--- src/rtl/wdg_pkg.sv ---
package wdg_pkg;

    localparam int OFFS_W = 8;

    // byte offsets decoded by the register interface
    localparam logic [OFFS_W-1:0] A_SYSCFG = 8'h10;
    localparam logic [OFFS_W-1:0] A_STAT   = 8'h14;
    localparam logic [OFFS_W-1:0] A_CTRL   = 8'h24;
    localparam logic [OFFS_W-1:0] A_COUNT  = 8'h28;
    localparam logic [OFFS_W-1:0] A_LOAD   = 8'h2C;
    localparam logic [OFFS_W-1:0] A_TRIG   = 8'h30;
    localparam logic [OFFS_W-1:0] A_PEND   = 8'h34;
    localparam logic [OFFS_W-1:0] A_DELAY  = 8'h44;
    localparam logic [OFFS_W-1:0] A_ARM    = 8'h48;
    localparam logic [OFFS_W-1:0] A_RAW    = 8'h54;
    localparam logic [OFFS_W-1:0] A_MSK    = 8'h58;
    localparam logic [OFFS_W-1:0] A_ENSET  = 8'h5C;
    localparam logic [OFFS_W-1:0] A_ENCLR  = 8'h60;

    // staged registers, index = bit position in the pending register
    localparam int NSTAGE   = 6;
    localparam int ST_CTRL  = 0;
    localparam int ST_COUNT = 1;
    localparam int ST_LOAD  = 2;
    localparam int ST_TRIG  = 3;
    localparam int ST_ARM   = 4;
    localparam int ST_DELAY = 5;

    // event bits
    localparam int NEVT   = 2;
    localparam int EV_OVF = 0;
    localparam int EV_DLY = 1;

    // arm/disarm key words
    localparam int KEY_W = 16;
    localparam logic [KEY_W-1:0] KEY_GO1   = 16'hBBBB;
    localparam logic [KEY_W-1:0] KEY_GO2   = 16'h4444;
    localparam logic [KEY_W-1:0] KEY_HALT1 = 16'hAAAA;
    localparam logic [KEY_W-1:0] KEY_HALT2 = 16'h5555;

    localparam int RATIO_W = 3;

    typedef enum logic [1:0] {
        ARM_IDLE,
        ARM_GO_HALF,
        ARM_HALT_HALF
    } arm_state_e;

    typedef struct packed {
        logic               pre_en;
        logic [RATIO_W-1:0] ratio;
    } psc_cfg_t;

    function automatic logic [OFFS_W-1:0] stage_addr(input int idx);
        case (idx)
            ST_CTRL:  return A_CTRL;
            ST_COUNT: return A_COUNT;
            ST_LOAD:  return A_LOAD;
            ST_TRIG:  return A_TRIG;
            ST_ARM:   return A_ARM;
            default:  return A_DELAY;
        endcase
    endfunction

endpackage

--- src/rtl/wdg_stage.sv ---
module wdg_stage #(
    parameter int DATA_W = 32,
    parameter int HOLD   = 4
)(
    input  logic              clk,
    input  logic              rst,
    input  logic              wr,
    input  logic [DATA_W-1:0] din,
    output logic              pend,
    output logic              commit,
    output logic [DATA_W-1:0] dout
);
    localparam int HW = $clog2(HOLD + 1);

    logic [HW-1:0] left_q;

    always_ff @(posedge clk) begin
        if (rst) begin
            left_q <= '0;
            dout   <= '0;
        end else if (wr) begin
            left_q <= HW'(HOLD);
            dout   <= din;
        end else if (left_q != '0) begin
            left_q <= left_q - HW'(1);
        end
    end

    assign pend   = (left_q != '0);
    assign commit = (left_q == HW'(1));

    // a captured write is always flagged pending
    p_wr_pends_r2: assert property (@(posedge clk) disable iff (rst)
        wr |=> pend);
    // the pending flag drops right after the commit cycle
    p_commit_ends_r2: assert property (@(posedge clk) disable iff (rst)
        commit && !wr |=> !pend);
    // the staged value holds while waiting
    p_staged_stable_r2: assert property (@(posedge clk) disable iff (rst)
        pend && !wr |=> $stable(dout));
endmodule

--- src/rtl/wdg_arm_seq.sv ---
module wdg_arm_seq import wdg_pkg::*; #(
    parameter int DATA_W = 32
)(
    input  logic              clk,
    input  logic              rst,
    input  logic              valid,
    input  logic [DATA_W-1:0] value,
    output logic              running
);
    arm_state_e       st_q;
    logic             hi_zero;
    logic [KEY_W-1:0] key;

    assign hi_zero = (value[DATA_W-1:KEY_W] == '0);
    assign key     = value[KEY_W-1:0];

    always_ff @(posedge clk) begin
        if (rst) begin
            st_q    <= ARM_IDLE;
            running <= 1'b0;
        end else if (valid) begin
            case (st_q)
                ARM_IDLE: begin
                    if (hi_zero && key == KEY_GO1)        st_q <= ARM_GO_HALF;
                    else if (hi_zero && key == KEY_HALT1) st_q <= ARM_HALT_HALF;
                    else                                  st_q <= ARM_IDLE;
                end
                ARM_GO_HALF: begin
                    st_q <= ARM_IDLE;
                    if (hi_zero && key == KEY_GO2) running <= 1'b1;
                end
                ARM_HALT_HALF: begin
                    st_q <= ARM_IDLE;
                    if (hi_zero && key == KEY_HALT2) running <= 1'b0;
                end
                default: st_q <= ARM_IDLE;
            endcase
        end
    end

    // the armed state moves only on a committed write
    p_run_needs_commit_r3: assert property (@(posedge clk) disable iff (rst)
        !$stable(running) |-> $past(valid));
    // a first key word alone never changes the armed state
    p_first_word_inert_r5: assert property (@(posedge clk) disable iff (rst)
        valid && st_q == ARM_IDLE |=> $stable(running));
endmodule

--- src/rtl/wdg_count.sv ---
module wdg_count import wdg_pkg::*; #(
    parameter int DATA_W = 32
)(
    input  logic              clk,
    input  logic              rst,
    input  logic              run,
    input  psc_cfg_t          cfg,
    input  logic              ld_cnt,
    input  logic [DATA_W-1:0] cnt_val,
    input  logic              reload,
    input  logic [DATA_W-1:0] load_val,
    input  logic [DATA_W-1:0] dly_val,
    output logic [DATA_W-1:0] count,
    output logic              ovf,
    output logic              dly_hit
);
    localparam int DIV_W = 1 << RATIO_W;

    logic [DIV_W-1:0]  psc_q, psc_lim;
    logic              tick, free_step;
    logic [DATA_W-1:0] next_cnt;

    assign psc_lim = (DIV_W'(1) << cfg.ratio) - DIV_W'(1);
    assign tick    = run && (!cfg.pre_en || psc_q >= psc_lim);

    always_ff @(posedge clk) begin
        if (rst || !run || !cfg.pre_en) psc_q <= '0;
        else if (psc_q >= psc_lim)      psc_q <= '0;
        else                            psc_q <= psc_q + DIV_W'(1);
    end

    assign next_cnt  = count + DATA_W'(1);
    assign free_step = tick && !ld_cnt && !reload;
    assign ovf       = free_step && (count == '1);
    assign dly_hit   = free_step && (count != '1) && (next_cnt == dly_val);

    always_ff @(posedge clk) begin
        if (rst)         count <= '0;
        else if (ld_cnt) count <= cnt_val;
        else if (reload) count <= load_val;
        else if (ovf)    count <= load_val;
        else if (tick)   count <= next_cnt;
    end

    // wrapping past all-ones lands on the load value
    p_ovf_reload_r8: assert property (@(posedge clk) disable iff (rst)
        ovf |=> count == $past(load_val));
    // a disarmed counter with no commit holds
    p_idle_hold_r4: assert property (@(posedge clk) disable iff (rst)
        !run && !ld_cnt && !reload |=> $stable(count));
    // a plain tick advances by exactly one
    p_tick_step_r6: assert property (@(posedge clk) disable iff (rst)
        free_step && count != '1 |=> count == $past(count) + DATA_W'(1));
endmodule

--- src/rtl/wdg_regtimer.sv ---
module wdg_regtimer import wdg_pkg::*; #(
    parameter int DATA_W      = 32,
    parameter int ADDR_W      = 8,
    parameter int HOLD_CYCLES = 4,
    parameter int SRST_CYCLES = 8
)(
    input  logic              clk,
    input  logic              rst,
    input  logic [ADDR_W-1:0] addr,
    input  logic              wr_en,
    input  logic [DATA_W-1:0] wdata,
    output logic [DATA_W-1:0] rdata,
    output logic              irq,
    output logic              wdt_rst
);
    localparam int SRST_W = $clog2(SRST_CYCLES + 1);

    // soft reset hold
    logic [SRST_W-1:0] srst_cnt;
    logic              srst_busy, irst;

    always_ff @(posedge clk) begin
        if (rst)                    srst_cnt <= '0;
        else if (srst_cnt != '0)    srst_cnt <= srst_cnt - SRST_W'(1);
        else if (wr_en && addr == ADDR_W'(A_SYSCFG) && wdata[1])
                                    srst_cnt <= SRST_W'(SRST_CYCLES);
    end

    assign srst_busy = (srst_cnt != '0);
    assign irst      = rst | srst_busy;

    // staged registers
    logic [NSTAGE-1:0] st_pend, st_commit;
    logic [DATA_W-1:0] st_data [NSTAGE];

    for (genvar g = 0; g < NSTAGE; g++) begin : g_stage
        wdg_stage #(.DATA_W(DATA_W), .HOLD(HOLD_CYCLES)) u_stage (
            .clk    (clk),
            .rst    (irst),
            .wr     (wr_en && addr == ADDR_W'(stage_addr(g))),
            .din    (wdata),
            .pend   (st_pend[g]),
            .commit (st_commit[g]),
            .dout   (st_data[g])
        );
    end

    logic [DATA_W-1:0] ctrl_q, load_q, trig_q, dly_q, arm_q;
    logic              trig_reload;

    assign trig_reload = st_commit[ST_TRIG] && (st_data[ST_TRIG] != trig_q);

    always_ff @(posedge clk) begin
        if (irst) begin
            ctrl_q <= '0;
            load_q <= '0;
            trig_q <= '0;
            dly_q  <= '0;
            arm_q  <= '0;
        end else begin
            if (st_commit[ST_CTRL])  ctrl_q <= st_data[ST_CTRL];
            if (st_commit[ST_LOAD])  load_q <= st_data[ST_LOAD];
            if (st_commit[ST_TRIG])  trig_q <= st_data[ST_TRIG];
            if (st_commit[ST_DELAY]) dly_q  <= st_data[ST_DELAY];
            if (st_commit[ST_ARM])   arm_q  <= st_data[ST_ARM];
        end
    end

    logic running;

    wdg_arm_seq #(.DATA_W(DATA_W)) u_arm (
        .clk     (clk),
        .rst     (irst),
        .valid   (st_commit[ST_ARM]),
        .value   (st_data[ST_ARM]),
        .running (running)
    );

    psc_cfg_t          cfg;
    logic [DATA_W-1:0] count_q;
    logic              ovf_evt, dly_evt;

    assign cfg.pre_en = ctrl_q[5];
    assign cfg.ratio  = ctrl_q[4:2];

    wdg_count #(.DATA_W(DATA_W)) u_cnt (
        .clk      (clk),
        .rst      (irst),
        .run      (running),
        .cfg      (cfg),
        .ld_cnt   (st_commit[ST_COUNT]),
        .cnt_val  (st_data[ST_COUNT]),
        .reload   (trig_reload),
        .load_val (load_q),
        .dly_val  (dly_q),
        .count    (count_q),
        .ovf      (ovf_evt),
        .dly_hit  (dly_evt)
    );

    // events, enables, reset pulse
    logic [NEVT-1:0] raw_q, en_q, hit, clr_mask;

    always_comb begin
        hit         = '0;
        hit[EV_OVF] = ovf_evt;
        hit[EV_DLY] = dly_evt;
    end

    assign clr_mask = (wr_en && (addr == ADDR_W'(A_RAW) || addr == ADDR_W'(A_MSK)))
                    ? wdata[NEVT-1:0] : '0;

    always_ff @(posedge clk) begin
        if (irst) begin
            raw_q   <= '0;
            en_q    <= '0;
            wdt_rst <= 1'b0;
        end else begin
            wdt_rst <= ovf_evt;
            raw_q   <= (raw_q & ~clr_mask) | hit;
            if (wr_en && addr == ADDR_W'(A_ENSET)) en_q <= en_q | wdata[NEVT-1:0];
            else if (wr_en && addr == ADDR_W'(A_ENCLR)) en_q <= en_q & ~wdata[NEVT-1:0];
        end
    end

    assign irq = |(raw_q & en_q);

    always_comb begin
        rdata = '0;
        case (addr)
            ADDR_W'(A_SYSCFG): rdata = DATA_W'({srst_busy, 1'b0});
            ADDR_W'(A_STAT):   rdata = DATA_W'(!srst_busy);
            ADDR_W'(A_CTRL):   rdata = ctrl_q;
            ADDR_W'(A_COUNT):  rdata = count_q;
            ADDR_W'(A_LOAD):   rdata = load_q;
            ADDR_W'(A_TRIG):   rdata = trig_q;
            ADDR_W'(A_PEND):   rdata = DATA_W'(st_pend);
            ADDR_W'(A_DELAY):  rdata = dly_q;
            ADDR_W'(A_ARM):    rdata = arm_q;
            ADDR_W'(A_RAW):    rdata = DATA_W'(raw_q);
            ADDR_W'(A_MSK):    rdata = DATA_W'(raw_q & en_q);
            ADDR_W'(A_ENSET),
            ADDR_W'(A_ENCLR):  rdata = DATA_W'(en_q);
            default:           rdata = '0;
        endcase
    end

    // the reset pulse is always accompanied by the overflow event
    p_pulse_has_event_r8: assert property (@(posedge clk) disable iff (rst)
        wdt_rst |-> raw_q[EV_OVF]);
    // the soft reset clears the counter
    p_srst_clears_r12: assert property (@(posedge clk) disable iff (rst)
        srst_busy |=> count_q == '0);
    // no interrupt without an enable
    p_irq_needs_enable_r10: assert property (@(posedge clk) disable iff (rst)
        irq |-> en_q != '0);
endmodule

--- config.mk ---
export PLATFORM = sky130hd
export DESIGN_NAME = wdg_regtimer
export DESIGN_NICKNAME = d
export VERILOG_FILES = /design/src/rtl/wdg_pkg.sv /design/src/rtl/wdg_stage.sv /design/src/rtl/wdg_arm_seq.sv /design/src/rtl/wdg_count.sv /design/src/rtl/wdg_regtimer.sv
export SDC_FILE = /design/constraint.sdc
export NUM_CORES = 1
export LEC_CHECK = 0
export BUFFER_PORTS_ARGS = -buffer_cell sky130_fd_sc_hd__buf_2
export CORE_MARGIN = 2
export CORE_UTILIZATION = 61
export DETAILED_ROUTE_END_ITERATION = 7
export PLACE_DENSITY = 0.91
export SYNTH_ARGS = -nofsm -noshare
export SYNTH_HDL_FRONTEND = slang
export SYNTH_SLANG_ARGS = --single-unit
--- constraint.sdc ---
create_clock -name clk -period 7.4 [get_ports clk]
set_input_delay 1.48 -clock clk [delete_from_list [all_inputs] [get_ports clk]]
set_output_delay 1.48 -clock clk [all_outputs]
set_load 0.02 [all_outputs]
==> run_results.csv <==
group,metric,value,unit
logic_synthesis,synth_top_flop_cell,"dfxtp_1",
place,dp.final_hpwl,43670,um
grt,top_usage_layer,"met2",
die,dieArea,32380,sq um
critical_path,critPathMaxFanout,22,
cts,htree_levels,2,
grt,use_met3,0.09299,
critical_path,crit_type,"primary input to primary output",
critical_path,critPathArrivalTime,3.82,ns
timing,tns,0,ns
critical_path,rr_startpoint,"ctrl_q[2]$_SDFFE_PP0P_",
die,io_pins,77,
logic_synthesis,synth_area,18880,sq um
cells_and_area,regArea,8448,sq um
critical_path,end_kind,"primary output",
timing,report.final.slew_viol_count,0,
die,die_w,179.9,um
die,die_y,179.9,um
cells_and_area,diodes,0,
power,leakage,7.420,nW
cells_and_area,layout-drive-gt1-share,0.08005,
timing,max_freq,188.8,MHz
critical_path,ff2ff_path_depth,11,
route,drtIter0Drc,2774,
timing,finalHoldViolCount,0,
cells_and_area,area_growth,10.04,%
logic_synthesis,synth_edf_count,0,
cells_and_area,final_common_cell,"nand2_1",
grt,globalRouteMet2Util,0.5888,
route,drc,0,
timing,hold_ws,0.4479,ns
timing,worst_slew_pin_slew,1.157,ns
power,peakVddDrop,0.0002865,V
cts,clockRootBuffer,"clkbuf_16",
die,start_util,0.6189,
outcome,status,"finished, final reports clean",
timing,finClkSkew,0.01380,ns
grt,grt_pass1_vias,17090,
cells_and_area,layout_common_cells,"786 x nand2_1, 422 x dfxtp_1, 388 x a21oi_1",
cells_and_area,fin_nets,2502,
cts,cts_tree,"built",
timing,finalSetupViolations,0,
timing,timing.final.crit_share,0.7156,
grt,antenna_found_initial,0,
timing,min_period,5.295,ns
job,cap_violations,0,
logic_synthesis,yosys_warnings,0,
cts,clk_latency,0.54,ns
cells_and_area,multi_input_area,9652,sq um
logic_synthesis,syn-num-nets,2527,
grt,grt_overflow,0,
critical_path,start_kind,"primary input",
route,ant_nets,0,
cts,postCtsSetupBuffers,0,
cts,path_clk_slew,0.06,ns
critical_path,worst_r2r_endpoint,"u_cnt.count[29]$_SDFFE_PP0P_",
cts,cts-buffers-inserted,43,
die,core-area,30510,sq um
grt,grtUsageTotal,0.3817,
cts,cts_max_path_buffers,3,
grt,grt_max_degree,108,
cells_and_area,final_area,20780,sq um
logic_synthesis,avgSynthCellArea,7.691,sq um
grt,use_met1,0.5115,
route,drt_wl_total,64010,um
logic_synthesis,synth_cell_types,65,
critical_path,crit_start,"addr[4]",
logic_synthesis,async_flop_share,0,
route,drt-pass1-iter-count,6,
power,power.density,266.9,nW/um^2
place,gp_congestion,1.011,
die,rows,64,
timing,rsz0062_at_grt,"false",
cts,cts_sinks,422,
grt,grt_pass1_wl,97780,um
timing,max-slew-margin-rel,0.2270,
cells_and_area,nFillCells,2424,
cts,cts.repair.resized,0,
critical_path,crit_end,"rdata[23]",
place,placed_area,19370,sq um
route,viasPerCell,6.464,
route,post_drt_wl_per_cell,22.41,um
logic_synthesis,syn_inst,2455,
route,via_count,18470,
cts,cts-hold-fix-buffers,0,
place,port_buffers,76,
critical_path,crit_required,5.92,ns
critical_path,ff2ff_setup_slack,2.92,ns
logic_synthesis,ys_ff_latch,422,
logic_synthesis,seq_area_frac_synth,0.4474,
min_path,min_path_type,"flip-flop to flip-flop",
==> kinds of logic (layout without fill, tap and decap cells) <==
group	Yosys count	in the layout	synth area share
AO/OA/AOI/OAI	605	605	0.1885
XOR/XNOR	96	96	0.04453
adder cells (fa/ha/maj)	29	29	0.01922
buffers and inverters	213	219	0.04407
flip-flops	422	422	0.4474
multiplexers	25	25	0.01345
other	1	1	0.0001986
AND/OR/NAND/NOR	1064	1064	0.2427
==> how the worst min path moves through the flow <==
stage,from,end,slack (ns),depth (start not counted)
3_3_place_gp,g_stage[0].u_stage.dout[31]$_SDFFE_PP0P_,ctrl_q[31]$_SDFFE_PP0P_,0.44,2
4_1_cts,g_stage[5].u_stage.dout[9]$_SDFFE_PP0P_,dly_q[9]$_SDFFE_PP0P_,0.45,2
5_1_grt,g_stage[1].u_stage.dout[10]$_SDFFE_PP0P_,g_stage[1].u_stage.dout[10]$_SDFFE_PP0P_,0.47,2
3_5_place_dp,g_stage[2].u_stage.dout[31]$_SDFFE_PP0P_,load_q[31]$_SDFFE_PP0P_,0.44,2
6_report,g_stage[0].u_stage.dout[18]$_SDFFE_PP0P_,ctrl_q[18]$_SDFFE_PP0P_,0.45,2
2_1_floorplan,g_stage[1].u_stage.dout[2]$_SDFFE_PP0P_,u_cnt.count[2]$_SDFFE_PP0P_,0.42,2
==> synth_stat cells, drive strengths merged, types with 2 or more instances <==
master | instances | area (sq um)
a32o | 3 | 30.03
nor3 | 26 | 130.1
buf | 21 | 107.6
nand2b | 15 | 93.84
o211ai | 7 | 52.55
a22oi | 73 | 548.0
o2111ai | 2 | 17.52
dfxtp | 422 | 8448
a2111oi | 7 | 61.31
o211a | 9 | 90.09
or3 | 2 | 17.52
a211o | 4 | 35.03
xor2 | 59 | 516.8
clkbuf | 164 | 619.3
and4 | 8 | 70.07
nand4 | 29 | 181.4
nor4 | 31 | 251.5
a211oi | 3 | 22.52
a311oi | 2 | 17.52
mux2 | 3 | 33.78
nand2 | 786 | 2950
a22o | 23 | 201.4
nor2b | 9 | 56.30
nand3b | 5 | 37.54
a31oi | 6 | 37.54
nor4bb | 3 | 30.03
and2 | 10 | 62.56
o21ai | 48 | 240.2
a21oi | 388 | 1942
nor3b | 7 | 52.55
nor4b | 4 | 35.03
and3 | 12 | 75.07
o31ai | 4 | 35.03
nor2 | 57 | 214.0
xnor2 | 37 | 324.1
inv | 28 | 105.1
ha | 29 | 362.9
mux2i | 22 | 220.2
o311ai | 2 | 17.52
a221oi | 15 | 131.4
nand3 | 56 | 290.3
==> registers in the layout, indices dropped and copies added, names as in the netlist, named ones only <==
name and flops:
u_cnt.psc_q 8, u_cnt.count 32, ctrl_q 32, wdt_rst 1
srst_cnt 4, trig_q 32, g_stage.u_stage.left_q 18, g_stage.u_stage.dout 192
dly_q 32, u_arm.running 1, raw_q 2, u_arm.st_q 2
arm_q 32, load_q 32
==> critical path, stage by stage <==
cell and delay [ns]:
buf_2 0.18, nand3b_1 0.32, nor3_2 0.81, buf_4 0.41
a22o_1 0.19, a221oi_1 0.05, nand2_1 0.17, buf_2 0.19
==> stage by stage <==
step	worst slack (ns)	cells	total power, mW	util
final	2.105	2857	5.546	0.6810
after global routing	1.992	2857	5.692	0.6810
after CTS	2.192	2857	5.498	0.6810
after detailed placement	2.177	2781	3.359	0.6350
after global placement	2.203	2781	3.325	0.6350
after floorplan	2.607	2455	3.037	-
==> final cells by class <==
| cell class | count | area share |
|---|---|---|
| tap | 396 | 0.02385 |
| clock inverter | 9 | 0.008069 |
| timing repair buffer | 115 | 0.03240 |
| multi-input combinational | 1820 | 0.4645 |
| inverter | 28 | 0.005058 |
| clock buffer | 67 | 0.05950 |
| sequential | 422 | 0.4066 |
==> per-layer routing <==
metal	share of wire	vias to the layer above
met5	0	-
met4	0.045	0
met3	0.13	211
met2	0.44	1197
met1	0.38	8733
li1	-	8326
==> report_power, final <==
group	total, mW	switching (mW)	internal (mW)
Sequential	2.45	0.105	2.34
Clock	2.19	0.905	1.29
Combinational	0.907	0.654	0.253
Note: power is estimated with default switching activity, not from simulation.
